## src/rtl/reload_pwm_timer.sv

```systemverilog
module reload_pwm_timer (
  input  logic       clk,
  input  logic       rst_n,
  input  logic       wr_en,
  input  logic [3:0] addr,
  input  logic [7:0] wdata,
  output logic [7:0] rdata,
  input  logic       ext_clk,
  input  logic [1:0] cap_in,
  output logic [3:0] pwm,
  output logic       ovf_flag,
  output logic [1:0] cap_flag,
  output logic       irq
);
  localparam logic [3:0] A_CTRL = 4'd0, A_STAT = 4'd1, A_CNT = 4'd2, A_RLD = 4'd3,
                         A_PCTL = 4'd4, A_DUTY0 = 4'd5, A_CCTL = 4'd9, A_CAP0 = 4'd10;

  logic [7:0] ctrl, reload, pwmctl, capctl, cnt;
  logic [3:0][7:0] duty_v, ocr_v;
  logic [1:0][7:0] cap_v;
  logic [6:0] div;
  logic [2:0] ext_s;

  wire       run    = ctrl[3];
  wire       ext_on = ctrl[7];
  wire [6:0] mask   = 7'((8'd1 << ctrl[6:4]) - 8'd1);
  wire       tick   = run & (ext_on ? (ext_s[1] & ~ext_s[2]) : ((div & mask) == mask));
  wire       wrap   = tick & (cnt == 8'hFF);
  wire       wr_cnt = wr_en && addr == A_CNT;
  wire       wr_stat = wr_en && addr == A_STAT;

  always_ff @(posedge clk or negedge rst_n)
    if (!rst_n) begin
      ctrl <= '0; reload <= '0; pwmctl <= '0; capctl <= '0; duty_v <= '0;
    end else if (wr_en) begin
      case (addr)
        A_CTRL:  ctrl   <= wdata;
        A_RLD:   reload <= wdata;
        A_PCTL:  pwmctl <= wdata;
        A_CCTL:  capctl <= wdata;
        4'd5:    duty_v[0] <= wdata;
        4'd6:    duty_v[1] <= wdata;
        4'd7:    duty_v[2] <= wdata;
        4'd8:    duty_v[3] <= wdata;
        default: ;
      endcase
    end

  always_ff @(posedge clk or negedge rst_n)
    if (!rst_n) begin
      cnt <= '0; div <= '0; ext_s <= '0; ovf_flag <= 1'b0;
    end else begin
      ext_s <= {ext_s[1:0], ext_clk};
      div   <= (run && !ext_on) ? div + 7'd1 : 7'd0;
      if (wr_cnt)    cnt <= wdata;
      else if (tick) cnt <= wrap ? reload : cnt + 8'd1;
      if (wrap)                      ovf_flag <= 1'b1;
      else if (wr_stat && wdata[0])  ovf_flag <= 1'b0;
    end

  for (genvar i = 0; i < 4; i++) begin : g_pwm
    logic [7:0] ocr_q;
    always_ff @(posedge clk or negedge rst_n)
      if (!rst_n)    ocr_q <= '0;
      else if (wrap) ocr_q <= duty_v[i];
    assign ocr_v[i] = ocr_q;
    wire act = (ocr_q == 8'hFF) || (cnt < ocr_q);
    assign pwm[i] = pwmctl[i] & (act ^ pwmctl[4+i]);
  end

  for (genvar c = 0; c < 2; c++) begin : g_cap
    logic [2:0] s;
    logic [7:0] val;
    logic       flg;
    wire hit = (capctl[2*c] & s[1] & ~s[2]) | (capctl[2*c+1] & ~s[1] & s[2]);
    always_ff @(posedge clk or negedge rst_n)
      if (!rst_n) begin
        s <= '0; val <= '0; flg <= 1'b0;
      end else begin
        s <= {s[1:0], cap_in[c]};
        if (hit) val <= cnt;
        if (hit)                          flg <= 1'b1;
        else if (wr_stat && wdata[1+c])   flg <= 1'b0;
      end
    assign cap_v[c]    = val;
    assign cap_flag[c] = flg;
  end

  assign irq = (ovf_flag & ctrl[0]) | (cap_flag[0] & capctl[4]) | (cap_flag[1] & capctl[5]);

  always_comb
    case (addr)
      A_CTRL:     rdata = ctrl;
      A_STAT:     rdata = {5'b0, cap_flag, ovf_flag};
      A_CNT:      rdata = cnt;
      A_RLD:      rdata = reload;
      A_PCTL:     rdata = pwmctl;
      A_DUTY0:    rdata = duty_v[0];
      4'd6:       rdata = duty_v[1];
      4'd7:       rdata = duty_v[2];
      4'd8:       rdata = duty_v[3];
      A_CCTL:     rdata = capctl;
      A_CAP0:     rdata = cap_v[0];
      4'd11:      rdata = cap_v[1];
      default:    rdata = 8'h00;
    endcase
endmodule

```

## config.mk

```make
export PLATFORM = sky130hd
export DESIGN_NAME = reload_pwm_timer
export DESIGN_NICKNAME = d
export VERILOG_FILES = /design/src/rtl/reload_pwm_timer.sv
export SDC_FILE = /design/constraint.sdc
export NUM_CORES = 1
export LEC_CHECK = 0
export ABC_CLOCK_PERIOD_IN_PS = 3750
export BUFFER_PORTS_ARGS = -buffer_cell sky130_fd_sc_hd__buf_2
export CAP_MARGIN = 20
export CORE_ASPECT_RATIO = 0.8
export CORE_UTILIZATION = 50
export DETAILED_ROUTE_END_ITERATION = 10
export GPL_ROUTABILITY_DRIVEN = 0
export PLACE_DENSITY_LB_ADDON = 0.1
export REMOVE_ABC_BUFFERS = 1
export SLEW_MARGIN = 20
export SYNTH_ARGS = -nofsm -noshare
export SYNTH_HDL_FRONTEND = slang
export SYNTH_SLANG_ARGS = --single-unit
```

## constraint.sdc

```tcl
create_clock -name clk -period 3.75 [get_ports clk]
set_clock_uncertainty 0.1 [all_clocks]
set_input_delay 0.75 -clock clk [delete_from_list [all_inputs] [get_ports clk]]
set_output_delay 0.75 -clock clk [all_outputs]
set_load 0.05 [all_outputs]
```

==> out/results.tsv <==
metric	value	unit
status	complete, no violations	
Area Growth Syn to Fin	12.3	%
drt first pass iters	6	
fin nets	728	
Leakage	3.69	nW
first-pass GRT wire length	32200	um
full die area	0.0154	mm^2
Worst setup EP type	output pin	
post-synth top area share	46.6	%
CP Buf/Inv Count	1	
largest net degree at the start of global routing	83	
via count	5391	
critical path type	reg -> out	
period utilization	94.0	%
Clock transition at path regs	60	ps
DRT iter0 DRCs	558	
grt met3 use	7.47	%
FF-to-FF Start	cnt[1]	
gr ovfl total	0	
#FFs+latches synth	139	
HPWL after DPL	14400	um
routing usage on met2	41.7	%
sequential fraction of the synthesis area	46.6	%
CTS tree	done	
Period minus WS final	3530	ps
final setup margin	225	ps
Pint	3.58	mW
Gate Count Post-Synth	643	
num ports	34	
clk sink count	139	
CP Data Required Time	2900	ps
Worst path top cell family by delay	flip-flops	
Combinational Power Share	27.5	%
Seq pwr share	41.4	%
CTS buffer count	17	
Starting Density	51.7	%
htree depth	4	
initial antenna violation count	1	
num rows	39	
stages on the worst setup path	6	
Hold WC Path Type	in -> async	
Skew-Pair Late Insertion Delay	430	ps
mean area per synthesized cell	11.6	um^2
antenna viol nets, final	0	
VDD IR max	412	uV
Critical Path AT	2680	ps
most frequent cell after synthesis	dfrtp_1	
vias per cell	6.16	
GRT met1 Usage	40.7	%
number of I/O port buffers	33	
Synth warnings	0	
worst r2r path cells	5	
dpl cell area	0.00778	mm^2
Max Clk Rate	0.284	GHz
CTS Hold Buffers Added	0	
count of different cell masters after synthesis	61	
Fillers	1202	
Final Max Slew Viols	0	
wire per inst	23.7	um
Top FF cell, synth	dfrtp_1	
leading area contributor after synthesis	dfrtp_1	
fin cells	875	
Cells after DPL	845	
share of cells above drive strength 1	29.7	%
Total GRT Usage	28.8	%
Vert. Die Dim	111	um
Total Routed Length	20700	um
Root Buffer	clkbuf_16	
busiest grt layer	met2	
Synth Cell Area	0.00746	mm^2
Clock Power Share	31.2	%
top post-synthesis cells by count	139 x dfrtp_1, 86 x mux2_2, 47 x nand2_1, 37 x inv_1	
asr flop ratio synth	100	%
worst r2r dst	g_pwm[1].ocr_q[7]	
post-CTS setup buffers	0	
Max transition margin	30.3	%
clock tree buffer depth	2	
Pwr Density	656	mW/mm^2
EDFF count, synth	0	
final hold vios	0	
vias in the first global route	5267	
Inserted Diodes	0	
final instance area	0.00838	mm^2
pre-CTS WS	431	ps
Residual DRC	0	
RSZ-0062 raised after global routing	false	
CP max FO	12	
Switching Fraction	35.0	%
Max Cap Viol	0	
Synth area leaders	dfrtp_1 47%, mux2_2 13%, mux2_4 5.8%	
die width	139	um
slowest CP cell	dfrtp_1	
post-CTS sizing	0	
Least-Margin Pin Slew	1040	ps
max incr delay on CP	640	ps
CP Cell Sequence	ha_1 -> and3_1 -> o211ai_1 -> a31oi_1 -> mux2i_1 -> buf_2	
Setup-failing EPs final	0	
Core Footprint	0.0144	mm^2
Reg2Reg Setup Slack	920	ps
CP Launch Type	flop	
net switching power	1.92	mW
final cells by class:
type | count | area [um^2] | area share (%)
inverter | 37 | 139 | 1.66
tap | 184 | 230 | 2.75
clock buffer | 19 | 453 | 5.41
sequential | 139 | 3480 | 41.5
clock inverter | 11 | 145 | 1.73
timing repair buffer | 48 | 284 | 3.39
multi-input combinational | 437 | 3650 | 43.6
kinds of logic (layout without fill, tap and decap cells):
family | count (synthesis) | after routing | share of synthesized area (%)
AOI/OAI and AO/OA | 117 | 117 | 11.1
xor gates and xnor gates | 7 | 7 | 0.821
adders and majority gates | 30 | 30 | 5.03
buffers and inverters | 67 | 115 | 4.54
DFF | 139 | 139 | 46.6
muxes | 133 | 133 | 21.4
and+or+nand+nor | 150 | 150 | 10.5
worst max-delay path by stage:
| stage | to | start |
|---|---|---|
| after floorplan | rdata[0] | addr[1] |
| after global placement | rdata[5] | addr[1] |
| after detailed placement | rdata[5] | addr[1] |
| after CTS | pwm[0] | cnt[6] |
| after global routing | pwm[2] | cnt[6] |
| final | pwm[0] | cnt[6] |
registers in the layout (all words and copies together), names as in the netlist, 7 cells and up:
signal,cells
cnt,8
g_pwm.ocr_q,32
duty_v,32
g_cap.val,16
ctrl,8
reload,8
capctl,8
div,7
pwmctl,8
cell usage in the layout, fill, tap and decap left out, drive strengths merged, types with 4 or more instances in the layout:
cell type and n:
o211ai 4, nand4 12, a21oi 15, dfrtp 139, a21o 8, a31oi 7, mux2i 17, nor2b 7
o21a 4, nor3 6, a21boi 5, inv 38, a211oi 4, a22oi 7, nand3 9, clkbuf 19
nor2 34, nand2b 10, o21ai 27, buf 48, a221oi 5, nand2 48, ha 30, xor2 4
o22ai 5, clkinv 4, and3 11, mux2 115, o221ai 4
metrics by stage:
step                      setup TNS (ps)  util, %  hold WS (ps)  power [mW]
after floorplan                    -81.0        -           231        3.12
after global placement                 0     53.8           241        3.71
after detailed placement               0     53.8           239        3.78
after CTS                              0     58.0           260        5.50
after global routing                   0     58.0           270        5.78
final                                  0     58.0           253        5.50
power groups by stage:
stage | Clock, mW | Combinational (mW) | Sequential [mW]
CTS | 1.73 | 1.51 | 2.26
global placement | 0 | 1.43 | 2.28
global route | 1.81 | 1.66 | 2.31
floorplan | 0 | 1.04 | 2.08
finish | 1.71 | 1.51 | 2.27
detailed placement | 0 | 1.50 | 2.29
layer usage:
metal	wire length, um	part of all wire (%)
met1	9590	46
met2	9010	43
met3	1500	7.3
met4	629	3.0
met5	0	0
worst register-to-register path: stages (launching register included):
cell     delay, ps
dfrtp_1        650
buf_4          250
ha_1           300
nand4_1        250
nor2_8         730
mux2_2         440
No activity file was read; power rests on OpenSTA's default activity.
